## config.mk

```make
export PLATFORM = sky130hd
export DESIGN_NAME = rxdma_buffer
export DESIGN_NICKNAME = d
export VERILOG_FILES = /design/src/rtl/rxdma_pkg.sv /design/src/rtl/rxdma_store.sv /design/src/rtl/rxdma_xfer.sv /design/src/rtl/rxdma_buffer.sv
export SDC_FILE = /design/constraint.sdc
export NUM_CORES = 1
export LEC_CHECK = 0
export BUFFER_PORTS_ARGS = -buffer_cell sky130_fd_sc_hd__buf_2
export CAP_MARGIN = 20
export CORE_UTILIZATION = 55
export DETAILED_ROUTE_END_ITERATION = 8
export PLACE_DENSITY = 0.71
export SLEW_MARGIN = 20
export SYNTH_ARGS = -nofsm -noshare
export SYNTH_HDL_FRONTEND = slang
export SYNTH_SLANG_ARGS = --single-unit
```

## constraint.sdc

```tcl
create_clock -name clk -period 4.5 [get_ports clk]
set_input_delay 0.225 -clock clk [delete_from_list [all_inputs] [get_ports clk]]
set_output_delay 0.225 -clock clk [all_outputs]
set_load 0.005 [all_outputs]
```

## src/rtl/rxdma_pkg.sv

```systemverilog
package rxdma_pkg;

   // Transfer sequencer states: one request phase, then three slot cycles.
   typedef enum logic [2:0] {
      XF_IDLE  = 3'd0,
      XF_REQ   = 3'd1,
      XF_SLOT0 = 3'd2,
      XF_SLOT1 = 3'd3,
      XF_SLOT2 = 3'd4
   } xfer_state_t;

endpackage

```

## src/rtl/rxdma_store.sv

```systemverilog
module rxdma_store #(
   parameter int DATA_W = 16,
   parameter int DEPTH  = 32,
   localparam int AW    = $clog2(DEPTH),
   localparam int PW    = AW + 1
) (
   input  logic              clk,
   input  logic              rst_n,
   input  logic              burst_i,
   input  logic              wr_en_i,
   input  logic [DATA_W-1:0] wr_data_i,
   input  logic              msg_done_i,
   input  logic              msg_err_i,
   input  logic              pop_i,
   input  logic              abandon_i,
   output logic [DATA_W-1:0] rd_data_o,
   output logic [PW-1:0]     avail_o
);

   if (DEPTH < 2 || (DEPTH & (DEPTH - 1)) != 0) begin : g_depth_bad
      $error("rxdma_store: DEPTH must be a power of two, at least 2");
   end
   if (DATA_W < 1) begin : g_width_bad
      $error("rxdma_store: DATA_W must be positive");
   end

   logic [DATA_W-1:0] mem [DEPTH];
   logic [PW-1:0]     wr_ptr, commit_ptr, rd_ptr;
   logic [PW-1:0]     level;
   logic              full;
   logic              overrun;

   assign level     = wr_ptr - rd_ptr;
   assign full      = (level == PW'(DEPTH));
   assign avail_o   = commit_ptr - rd_ptr;
   assign rd_data_o = mem[rd_ptr[AW-1:0]];

   always_ff @(posedge clk) begin
      if (wr_en_i && !full && !msg_done_i && !msg_err_i) begin
         mem[wr_ptr[AW-1:0]] <= wr_data_i;
      end
   end

   always_ff @(posedge clk) begin
      if (!rst_n) begin
         wr_ptr     <= '0;
         commit_ptr <= '0;
         rd_ptr     <= '0;
         overrun    <= 1'b0;
      end else begin
         if (pop_i) begin
            rd_ptr <= rd_ptr + 1'b1;
         end else if (abandon_i) begin
            rd_ptr <= commit_ptr;
         end

         if (msg_err_i) begin
            wr_ptr  <= commit_ptr;
            overrun <= 1'b0;
         end else if (msg_done_i) begin
            if (burst_i && !overrun) begin
               commit_ptr <= wr_ptr;
            end else if (burst_i) begin
               wr_ptr <= commit_ptr;
            end
            overrun <= 1'b0;
         end else if (wr_en_i) begin
            if (full) begin
               overrun <= 1'b1;
            end else begin
               wr_ptr <= wr_ptr + 1'b1;
               if (!burst_i) begin
                  commit_ptr <= wr_ptr + 1'b1;
               end
            end
         end
      end
   end

   // occupancy never exceeds the storage depth
   assert_fill_bound_R1: assert property (@(posedge clk) disable iff (!rst_n)
      level <= PW'(DEPTH));

   // released words are always a subset of stored words
   assert_release_bound_R7: assert property (@(posedge clk) disable iff (!rst_n)
      avail_o <= level);

   // a word is consumed only when one has been released
   assert_pop_nonempty_R3: assert property (@(posedge clk) disable iff (!rst_n)
      pop_i |-> (avail_o != '0));

endmodule

```

## src/rtl/rxdma_xfer.sv

```systemverilog
module rxdma_xfer
   import rxdma_pkg::*;
#(
   parameter int PW         = 6,
   parameter int ADDR_W     = 12,
   parameter int GRANT_WAIT = 16
) (
   input  logic              clk,
   input  logic              rst_n,
   input  logic              burst_i,
   input  logic [PW-1:0]     avail_i,
   input  logic              grant_i,
   output logic              req_o,
   output logic              ack_o,
   output logic              oe_o,
   output logic              wr_o,
   output logic              pop_o,
   output logic              abandon_o,
   output logic              hs_fail_o,
   output logic [ADDR_W-1:0] addr_o
);

   if (GRANT_WAIT < 1) begin : g_wait_bad
      $error("rxdma_xfer: GRANT_WAIT must be at least 1");
   end

   xfer_state_t state;
   logic        last_wait;

   if (GRANT_WAIT == 1) begin : g_no_timer
      assign last_wait = 1'b1;
   end else begin : g_timer
      localparam int CW = $clog2(GRANT_WAIT);
      logic [CW-1:0] wait_cnt;
      always_ff @(posedge clk) begin
         if (!rst_n || state != XF_REQ) begin
            wait_cnt <= '0;
         end else if (!grant_i) begin
            wait_cnt <= wait_cnt + 1'b1;
         end
      end
      assign last_wait = (wait_cnt == CW'(GRANT_WAIT - 1));
   end

   always_comb begin
      req_o     = (state != XF_IDLE);
      ack_o     = (state == XF_SLOT0) || (state == XF_SLOT1) || (state == XF_SLOT2);
      oe_o      = ack_o;
      wr_o      = (state == XF_SLOT1);
      pop_o     = (state == XF_SLOT2);
      abandon_o = (state == XF_REQ) && !grant_i && last_wait;
   end

   always_ff @(posedge clk) begin
      if (!rst_n) begin
         state     <= XF_IDLE;
         addr_o    <= '0;
         hs_fail_o <= 1'b0;
      end else begin
         hs_fail_o <= abandon_o;
         case (state)
            XF_IDLE:  if (avail_i != '0) state <= XF_REQ;
            XF_REQ: begin
               if (grant_i)        state <= XF_SLOT0;
               else if (last_wait) state <= XF_IDLE;
            end
            XF_SLOT0: state <= XF_SLOT1;
            XF_SLOT1: state <= XF_SLOT2;
            XF_SLOT2: begin
               addr_o <= addr_o + 1'b1;
               if (burst_i && avail_i > PW'(1)) state <= XF_SLOT0;
               else                             state <= XF_IDLE;
            end
            default:  state <= XF_IDLE;
         endcase
      end
   end

   // a slot opens with the write strobe following one cycle later
   assert_wr_mid_R5: assert property (@(posedge clk) disable iff (!rst_n)
      $rose(ack_o) |=> wr_o);

   // write strobe lasts one cycle and the slot continues after it
   assert_wr_single_R5: assert property (@(posedge clk) disable iff (!rst_n)
      wr_o |=> (!wr_o && ack_o));

   // acknowledge only under a held request
   assert_ack_under_req_R3: assert property (@(posedge clk) disable iff (!rst_n)
      ack_o |-> req_o);

   // the fail pulse coincides with a withdrawn request
   assert_fail_drops_req_R8: assert property (@(posedge clk) disable iff (!rst_n)
      hs_fail_o |-> !req_o);

   // in word mode the request falls after every slot
   assert_word_release_R4: assert property (@(posedge clk) disable iff (!rst_n)
      (pop_o && !burst_i) |=> !req_o);

endmodule

```

## src/rtl/rxdma_buffer.sv

```systemverilog
module rxdma_buffer #(
   parameter int DATA_W     = 16,
   parameter int DEPTH      = 32,
   parameter int ADDR_W     = 12,
   parameter int GRANT_WAIT = 16,
   localparam int PW        = $clog2(DEPTH) + 1
) (
   input  logic              clk,
   input  logic              rst_n,
   input  logic              burst_mode,
   input  logic              word_stb,
   input  logic [DATA_W-1:0] word_data,
   input  logic              msg_done,
   input  logic              msg_err,
   output logic              dma_req,
   input  logic              dma_grant,
   output logic              dma_ack,
   output logic              mem_oe,
   output logic              mem_wr,
   output logic [ADDR_W-1:0] mem_addr,
   output logic [DATA_W-1:0] sys_data,
   output logic              hs_fail
);

   if (ADDR_W < 1) begin : g_addr_bad
      $error("rxdma_buffer: ADDR_W must be positive");
   end

   logic [DATA_W-1:0] head_word;
   logic [PW-1:0]     avail;
   logic              pop, abandon;

   rxdma_store #(
      .DATA_W (DATA_W),
      .DEPTH  (DEPTH)
   ) u_store (
      .clk        (clk),
      .rst_n      (rst_n),
      .burst_i    (burst_mode),
      .wr_en_i    (word_stb),
      .wr_data_i  (word_data),
      .msg_done_i (msg_done),
      .msg_err_i  (msg_err),
      .pop_i      (pop),
      .abandon_i  (abandon),
      .rd_data_o  (head_word),
      .avail_o    (avail)
   );

   rxdma_xfer #(
      .PW         (PW),
      .ADDR_W     (ADDR_W),
      .GRANT_WAIT (GRANT_WAIT)
   ) u_xfer (
      .clk       (clk),
      .rst_n     (rst_n),
      .burst_i   (burst_mode),
      .avail_i   (avail),
      .grant_i   (dma_grant),
      .req_o     (dma_req),
      .ack_o     (dma_ack),
      .oe_o      (mem_oe),
      .wr_o      (mem_wr),
      .pop_o     (pop),
      .abandon_o (abandon),
      .hs_fail_o (hs_fail),
      .addr_o    (mem_addr)
   );

   assign sys_data = mem_oe ? head_word : '0;

   // data bus is quiet outside transfer slots
   assert_bus_quiet_R5: assert property (@(posedge clk) disable iff (!rst_n)
      !mem_oe |-> (sys_data == '0));

endmodule

```

==> results of run 1 <==
==> worst max-delay path by stage <==
stage | end | slack (ns) | cells past startpoint
final | sys_data[6] | 0.79 | 6
after global routing | u_store.mem[7][14] | 0.75 | 7
after CTS | sys_data[6] | 0.85 | 6
after detailed placement | u_store.mem[19][1] | 1.06 | 7
after global placement | u_store.mem[19][15] | 1.15 | 7
after floorplan | u_store.mem[31][0] | 0.84 | 7
==> flip-flops by register name, indices dropped and copies added, names as in the netlist, 3 cells and up, named ones only <==
name,count
u_xfer.state,3
u_store.commit_ptr,6
u_store.rd_ptr,6
u_store.mem,512
u_xfer.g_timer.wait_cnt,4
u_store.wr_ptr,6
u_xfer.addr_o,12
==> worst register-to-register path, stage by stage (launching register included) <==
cell and delay (ns):
dfxtp_1 0.56, ha_1 0.35, and2_0 0.17, a311oi_1 0.28
nor2_1 0.13, a21oi_1 0.40, nand2_1 0.40, nor2_2 0.83
==> cell type report <==
cell class,instances,area (sq um)
flip-flops and latches,556,16270
fillers,2717,14200
multi-input cells,513,5564
clock buffers,79,1549
well taps,518,648.1
repair buffers,93,608.1
clock inverters,16,198.9
inverters,17,63.81
==> cell families (layout without fill, tap and decap cells) <==
logic type	after synthesis	count (layout)
AO/OA/AOI/OAI	102	102
XOR/XNOR	20	20
AND/OR/NAND/NOR	178	178
flip-flops	556	556
buffers and inverters	71	205
multiplexers	195	195
adder cells (fa/ha/maj)	18	18
==> power by group <==
part	switching, mW	leakage, nW	internal (mW)
registers	0.0266	4.96	5.66
logic	0.237	1.93	0.128
clock network	1.81	0.854	2.65
total	2.07	7.74	8.44
==> per-layer routing <==
layer / share of wire [%] / global-route usage (%) / vias to the layer above
met3: 8.0 / 4.063 / 50
met4: 1.9 / 6.579 / 0
li1: - / - / 4814
met5: 0 / 0 / -
met2: 48 / 36.46 / 480
met1: 42 / 34.66 / 5773
==> layout by cell type, fill, tap and decap left out, types with 4 or more instances in the layout <==
master	instances
nor2_1	36
edfxtp_1	512
xor2_1	11
clkinv_1	6
nor3_1	5
buf_4	31
or2_1	16
dfxtp_1	41
xnor2_1	9
clkbuf_16	57
dlygate4sd3_1	4
inv_1	16
mux4_2	128
or3_1	7
nand2_1	38
ha_1	17
clkinv_2	6
nor2b_1	5
bufinv_16	5
o21ai_0	17
o311a_1	4
nand3_1	9
nand3b_1	5
a21oi_1	22
clkbuf_8	4
buf_2	55
mux2i_1	67
nor2_2	31
and3_1	5
clkbuf_1	18
o22ai_1	33
==> impl_metrics.py, run 1 <==
metrics = {
    "worst_hold_path": {
        "hold_end": "u_store.overrun",
        "min_from": "msg_err",
        "hold_depth": 3,
        "min_path_type": "primary input to flip-flop",
    },
    "routing": {
        "vias_per_cell": 6.204,
        "first_pass_iters": 5,
        "drtAntennaViolNets": 0,
        "wl_microns": 46720,
        "drtIter0Drc": 1004,
        "wl_per_cell_microns": 26.07,
        "vias": 11120,
        "remaining_drc_errors": 0,
    },
    "cts": {
        "cts_resized": 0,
        "cts_sinks": 556,
        "hold_buffers": 4,
        "cts.path.max_buffers": 3,
        "cts_inserted_buffers": 54,
        "cts_tree": "yes",
        "cts-root-buf": "clkbuf_16",
        "clkTransAtPathRegs_ns": 0.06,
        "clk_latency_ns": 0.60,
        "htree_levels": 2,
        "cts_setup_buffers": 0,
    },
    "timing": {
        "rsz0062_at_grt": "no",
        "worstMarginPinSlew_ns": 1.006,
        "setup_slack_ns": 0.7897,
        "drv_slew": 0,
        "fin_crit_ns": 3.710,
        "maxSlewHeadroom_pct": 32.42,
        "fin_worst_skew_ns": 0.01741,
        "hold_viol_final": 0,
        "whs_ns": 0.05490,
        "finalSetupViolations": 0,
        "tns_ns": 0,
        "max_freq_ghz": 0.2695,
        "period_share_pct": 82.45,
    },
    "final_layout": {
        "area_growth_pct": 13.01,
        "layout.nets": 1276,
        "final_util_pct": 63.68,
        "layout-drive-gt1-share_pct": 25.90,
        "diodes": 0,
        "finalNonFillerCells": 1792,
        "finalInstanceArea_sq_um": 24900,
    },
    "critical_path": {
        "r2r_start": "u_store.wr_ptr[4]",
        "startpoint_type": "flip-flop",
        "cpPeakStageDelay_ns": 0.79,
        "end_kind": "primary output",
        "worstPathCellList": "or3b_1 -> o21ai_2 -> or3b_1 -> o22ai_1 -> or2_1 -> buf_2",
        "startpoint": "u_xfer.state[2]",
        "r2r_setup_slack_ns": 1.00,
        "r2r_end": "u_store.mem[19][1]",
        "worstPathArrival_ns": 3.49,
        "required_ns": 4.28,
        "reg2reg_depth": 7,
        "worstPathBufferInverterCount": 1,
        "critical_path_class": "flip-flop to primary output",
        "crit_family": "simple AND/OR/NAND/NOR gates",
        "critPathSlowestCell": "or3b_1",
        "crit_fanout": 16,
        "crit_top_cell": "or3b_1",
    },
    "floorplanning": {
        "fp.dieW_microns": 202.1,
        "num_rows": 72,
        "start_util_pct": 56.35,
        "core_area_sq_um": 39100,
        "die_area_sq_um": 40860,
        "io_pins": 56,
        "die_y_microns": 202.1,
    },
    "power": {
        "p_per_area_nw_per_um2": 422.1,
        "p_leak_nw": 7.744,
        "fin_total_pwr_mw": 10.51,
        "irDropWorstVdd_uv": 291.8,
    },
    "yosys": {
        "async_flop_share_pct": 0,
        "ys_types": 59,
        "yosys.area_share.simple_pct": 3.913,
        "synthAdderAreaFrac_pct": 1.056,
        "ys_seq_area_share_pct": 73.78,
        "avgSynthCellArea_sq_um": 19.33,
        "synth.area.top_cells": "edfxtp_1 70%, mux4_2 13%, dfxtp_1 4.0%, mux2i_1 3.0%, nor2_1 1.1%",
        "ys_ff_latch": 556,
        "synth_top_family_by_area": "multiplexers",
        "syn_inst": 1140,
        "synth_compound_area_share_pct": 2.981,
        "synth_top_cell_by_area": "edfxtp_1",
        "synth_commonest_cells": "512 x edfxtp_1, 128 x mux4_2, 67 x mux2i_1, 67 x nor2_1, 44 x dfxtp_1",
        "synth_xor_area_share_pct": 0.7950,
        "synth_edf_count": 512,
        "synth_area_sq_um": 22030,
        "muxShareOfSynthArea_pct": 16.13,
        "yosysMostFrequentCell": "edfxtp_1",
        "ys_warn_count": 0,
        "synth_top_area_share_pct": 69.78,
        "synth_flop_cell": "edfxtp_1",
        "syn_nets": 1181,
    },
    "place": {
        "dp_hpwl_microns": 27510,
        "globalplace.congestion": 0.8475,
        "post_dp_cell_area_sq_um": 23110,
        "pre_cts_slack_ns": 1.059,
        "portBuffers": 55,
        "placedCellCount": 1693,
    },
    "global_routing": {
        "grt_max_degree": 81,
        "overflow": 0,
        "grt_pass1_wl_microns": 69810,
        "grt_pass1_vias": 11000,
        "antenna_found_initial": 0,
        "gr-usage-all-layers_pct": 23.46,
    },
    "flow_run": {
        "cap_viol_max_count": 0,
    },
    "outcome": {
        "status": "finished, final reports clean",
    },
}
No activity file was read; power rests on OpenSTA's default activity.
==> run 2: changes to the inputs <==
Clock period 4.5 ns to 3.7 ns, I/O delays scaled along.
==> run 2 against run 1 <==
  * Via count increased by 0.40%
  * Sequential cell count stayed put
  * Non-clock buffer count grew 18
  * Setup slack worse by 0.63 ns
  * Register-to-register slack worse by 0.71 ns
  * Sequential power increased by 22%
  * Utilization increased by 0.31 points
  * Power is 19% higher
==> impl_metrics.py, run 2 (synthesis gave the netlist of run 1 again) <==
metrics = {
    "outcome": {
        "status": "finished, final reports clean",
    },
    "final_layout": {
        "mostFrequentLayoutCells": "512 x edfxtp_1, 128 x mux4_2, 67 x mux2i_1",
        "area_growth_pct": 13.56,
        "final_util_pct": 63.99,
        "layout.nets": 1295,
        "multi_input_area_sq_um": 5570,
        "regArea_sq_um": 16270,
        "largest_reg_flops": 512,
        "diodes": 0,
        "fillerInstances": 2704,
        "finalNonFillerCells": 1815,
        "layout-drive-gt1-share_pct": 26.68,
        "final_common_cell": "edfxtp_1",
    },
    "power": {
        "internal-power_mw": 9.925,
        "power.share.switching_pct": 20.55,
        "power.switching_mw": 2.567,
        "seqPwrFrac_pct": 55.3,
        "p_comb_share_pct": 3.7,
        "irDropWorstVdd_uv": 286.9,
        "p_per_area_nw_per_um2": 499.3,
        "clkPwrFrac_pct": 41.0,
        "p_leak_nw": 7.818,
    },
    "place": {
        "globalplace.congestion": 0.8093,
        "placedCellCount": 1707,
        "portBuffers": 55,
        "dp_hpwl_microns": 29360,
    },
    "critical_path": {
        "startpoint_type": "flip-flop",
        "r2r_end": "u_store.mem[20][8]",
        "worstPathCellList": "or3b_1 -> o21ai_2 -> nand3b_1 -> o22ai_1 -> or2_1 -> buf_2",
        "end_kind": "primary output",
        "critical_path_class": "flip-flop to primary output",
        "reg2reg_depth": 8,
        "cpPeakStageDelay_ns": 0.60,
        "startpoint": "u_xfer.state[2]",
        "r2r_setup_slack_ns": 0.29,
        "r2r_start": "u_store.wr_ptr[4]",
        "worstPathArrival_ns": 3.36,
        "required_ns": 3.51,
        "crit_fanout": 16,
        "critPathSlowestCell": "or3b_1",
        "crit_end": "sys_data[5]",
    },
    "timing": {
        "maxSlewHeadroom_pct": 41.31,
        "finalSetupViolations": 0,
        "tns_ns": 0,
        "fin_worst_skew_ns": 0.01889,
        "hold_viol_final": 0,
        "max_freq_ghz": 0.2825,
        "fin_crit_ns": 3.540,
        "period_share_pct": 95.69,
        "drv_slew": 0,
        "rsz0062_at_grt": "no",
        "worstMarginPinSlew_ns": 0.8803,
    },
    "floorplanning": {
        "start_util_pct": 56.35,
        "die_y_microns": 202.1,
        "die_area_sq_um": 40860,
        "core_area_sq_um": 39100,
        "io_pins": 56,
        "num_rows": 72,
        "fp.dieW_microns": 202.1,
    },
    "cts": {
        "clk_latency_ns": 0.59,
        "cts.path.max_buffers": 3,
        "clkTransAtPathRegs_ns": 0.06,
        "htree_levels": 2,
        "cts_resized": 0,
        "cts_tree": "yes",
        "cts_sinks": 556,
        "cts-root-buf": "clkbuf_16",
        "cts_inserted_buffers": 55,
    },
    "global_routing": {
        "grt_pass1_vias": 11120,
        "antenna_found_initial": 0,
        "overflow": 0,
        "gr-usage-all-layers_pct": 24.17,
        "grt_pass1_wl_microns": 71150,
        "grt_max_degree": 63,
    },
    "routing": {
        "remaining_drc_errors": 0,
        "vias": 11160,
        "vias_per_cell": 6.150,
        "wl_per_cell_microns": 26.49,
        "drtAntennaViolNets": 0,
        "drtIter0Drc": 991,
        "wl_microns": 48070,
        "first_pass_iters": 5,
    },
    "flow_run": {
        "cap_viol_max_count": 0,
    },
    "worst_hold_path": {
        "min_path_type": "primary input to flip-flop",
    },
}
run 2: power groups by stage:
stage	combinational, mW	clock, mW	sequential [mW]
global route	0.498	5.42	6.91
finish	0.464	5.12	6.91
global placement	0.448	0	7.04
detailed placement	0.458	0	7.04
floorplan	0.240	0	7.03
CTS	0.465	5.22	6.91
run 2: layout make-up:
class / instances / area share, %
multi-input combinational: 513 / 22.26
sequential: 556 / 65.02
inverter: 17 / 0.2551
clock inverter: 27 / 0.5101
timing repair buffer: 111 / 3.261
tap: 518 / 2.591
clock buffer: 73 / 6.101
run 2: critical path, delay by kind of cell (launching register included):
family | cells | cell delay [ns]
AOI/OAI and AO/OA | 2 | 0.79
buffers and inverters | 1 | 0.13
and+or+nand+nor | 3 | 1.37
DFF | 1 | 0.46
run 2: repair_timing:
action	4_1_cts	5_1_grt
setup endpoints to repair	0	0
endpoints found under the hold margin	13	0
hold buffers	8	0
buffers inserted	0	0
run 2: layer usage:
layer / global-route usage, % / wire [microns]
met5: 0 / 0
met4: 6.445 / 962
met2: 38.93 / 23610
met1: 34.94 / 20220
met3: 3.741 / 3282
run 2: stage by stage:
stage / instance area [sq um] / setup WS, ns / power (mW) / hold WS (ns)
global placement: 23280 / 0.5394 / 7.491 / 0.4821
finish: 25020 / 0.1596 / 12.49 / 0.1498
floorplan: 22030 / 0.03911 / 7.271 / 0.2839
detailed placement: 23280 / 0.4025 / 7.502 / 0.4967
CTS: 25010 / 0.1896 / 12.59 / 0.09226
global route: 25020 / 0.01724 / 12.83 / 0.1557
run 2: worst min path at each step:
stage | startpoint | endpoint | slack, ns | cells past startpoint
after floorplan | word_data[0] | u_store.mem[0][0] | 0.28 | 0
after global placement | u_xfer.addr_o[7] | u_xfer.addr_o[7] | 0.48 | 2
after detailed placement | u_xfer.addr_o[1] | u_xfer.addr_o[1] | 0.50 | 2
after CTS | msg_done | u_store.commit_ptr[0] | 0.09 | 4
after global routing | msg_done | u_store.commit_ptr[0] | 0.16 | 4
final | msg_done | u_store.commit_ptr[0] | 0.15 | 4
==> run 3: changes to the inputs <==
Settings changed: CTS_BUF_LIST set to sky130_fd_sc_hd__clkbuf_8, REMOVE_ABC_BUFFERS set to 1.
==> run 3 against run 2 <==
  * Sequential cell count unchanged
  * Utilization is 0.051 points higher
  * Power is 1.6% lower
  * Clock skew is 0.016 ns higher
  * Combinational power fell by 4.7%
  * Non-clock buffer count grew 13
  * Die area unchanged
  * Via count up 2.5%
  * Highest routed layer unchanged
==> impl_metrics.py, run 3 (synthesis gave the netlist of run 1 again) <==
metrics = {
    "timing": {
        "max_freq_ghz": 0.2865,
        "hold_viol_final": 0,
        "fin_worst_skew_ns": 0.03515,
        "setup_slack_ns": 0.2100,
        "finalSetupViolations": 0,
        "fin_crit_ns": 3.490,
        "maxSlewHeadroom_pct": 46.27,
        "drv_slew": 0,
        "whs_ns": 0.06561,
        "period_share_pct": 94.33,
        "rsz0062_at_grt": "no",
        "worstMarginPinSlew_ns": 0.8009,
    },
    "cts": {
        "hold_buffers": 9,
        "cts_sinks": 556,
        "cts_setup_buffers": 0,
        "cts-root-buf": "clkbuf_8",
        "htree_levels": 3,
        "cts.path.max_buffers": 3,
        "clkTransAtPathRegs_ns": 0.06,
        "clk_latency_ns": 0.64,
        "cts_tree": "yes",
        "cts_inserted_buffers": 86,
        "cts_resized": 0,
    },
    "place": {
        "dp_hpwl_microns": 29450,
        "portBuffers": 55,
        "pre_cts_slack_ns": 0.6285,
        "globalplace.congestion": 0.8859,
    },
    "routing": {
        "drtAntennaViolNets": 0,
        "remaining_drc_errors": 0,
        "vias": 11440,
        "wl_per_cell_microns": 25.22,
        "wl_microns": 47560,
        "drtIter0Drc": 960,
        "vias_per_cell": 6.066,
        "first_pass_iters": 5,
    },
    "critical_path": {
        "worstPathArrival_ns": 3.31,
        "end_kind": "primary output",
        "startpoint_type": "flip-flop",
        "critical_path_class": "flip-flop to primary output",
        "required_ns": 3.51,
        "crit_fanout": 16,
    },
    "final_layout": {
        "area_growth_pct": 13.65,
        "mostFrequentLayoutCells": "512 x edfxtp_1, 128 x mux4_2, 89 x clkbuf_8",
        "final_common_cell": "edfxtp_1",
        "layout-drive-gt1-share_pct": 27.34,
        "diodes": 0,
        "largest_reg_flops": 512,
        "layout.nets": 1339,
    },
    "power": {
        "irDropWorstVdd_uv": 328.4,
        "p_leak_nw": 7.969,
        "p_per_area_nw_per_um2": 491.0,
    },
    "outcome": {
        "status": "finished, final reports clean",
    },
    "floorplanning": {
        "num_rows": 72,
        "start_util_pct": 56.35,
        "core_area_sq_um": 39100,
        "die_area_sq_um": 40860,
        "fp.dieW_microns": 202.1,
        "io_pins": 56,
        "die_y_microns": 202.1,
    },
    "global_routing": {
        "gr-usage-all-layers_pct": 24.16,
        "grt_pass1_wl_microns": 71890,
        "grt_pass1_vias": 11650,
        "antenna_found_initial": 0,
        "grt_max_degree": 39,
        "overflow": 0,
    },
    "worst_hold_path": {
        "min_path_type": "primary input to flip-flop",
    },
    "flow_run": {
        "cap_viol_max_count": 0,
    },
}
-- run 3: changes by cell type in the layout (fill, tap and decap cells not counted), sizes merged --
| cell | previous run | this run |
|---|---|---|
| dlygate4sd3 | 8 | 9 |
| bufinv | 0 | 5 |
| inv | 18 | 38 |
| clkinvlp | 0 | 4 |
| clkinv | 26 | 39 |
| buf | 103 | 115 |
| clkbuf | 73 | 89 |
-- run 3: worst max-delay path, stage by stage (launching register included) --
cell and delay, ns:
dfxtp_1 0.45, or3b_1 0.58, o21ai_2 0.27, or3b_1 0.72, o22ai_1 0.29, or2_1 0.20
buf_2 0.14
-- run 3: worst paths after layout --
| check | startpoint | endpoint | slack, ns | cells past startpoint |
|---|---|---|---|---|
| min | word_data[14] | u_store.mem[31][14] | 0.07 | 1 |
| max reg2reg | u_store.wr_ptr[4] | u_store.mem[1][14] | 0.52 | 8 |
| max | u_xfer.state[2] | sys_data[2] | 0.21 | 6 |
| min reg2reg | u_xfer.addr_o[1] | u_xfer.addr_o[1] | 0.49 | 2 |
-- run 3: layout make-up --
cell class	instances	area, sq um
well taps	518	648.1
inverters	17	63.81
multi-input cells	513	5517
flip-flops and latches	556	16270
clock buffers	89	1225
repair buffers	124	878.3
clock inverters	69	440.4
fillers	2690	14060
-- run 3: per-layer routing --
layer / part of all wire, % / up-vias / track usage, %
li1: - / 4971 / -
met1: 40 / 5923 / 32.58
met2: 51 / 458 / 40.00
met3: 6.8 / 89 / 4.628
met4: 2.6 / 0 / 7.975
met5: 0 / - / 0
-- run 3: metrics by stage --
| step | setup TNS, ns | instance area, sq um | util [%] | power, mW | instances |
|---|---|---|---|---|---|
| 2_1_floorplan | -47.30 | 21800 | - | 7.278 | 1086 |
| 3_3_place_gp | 0 | 23280 | 59.54 | 7.469 | 1719 |
| 3_5_place_dp | 0 | 23280 | 59.54 | 7.480 | 1719 |
| 4_1_cts | 0 | 25030 | 64.03 | 12.40 | 1886 |
| 5_1_grt | 0 | 25040 | 64.04 | 12.71 | 1886 |
| 6_report | 0 | 25040 | 64.04 | 12.29 | 1886 |
-- run 3: where the power goes --
part / switching (mW) / internal [mW]
Combinational: 0.279 / 0.162
Clock: 2.33 / 2.61
Sequential: 0.0336 / 6.88
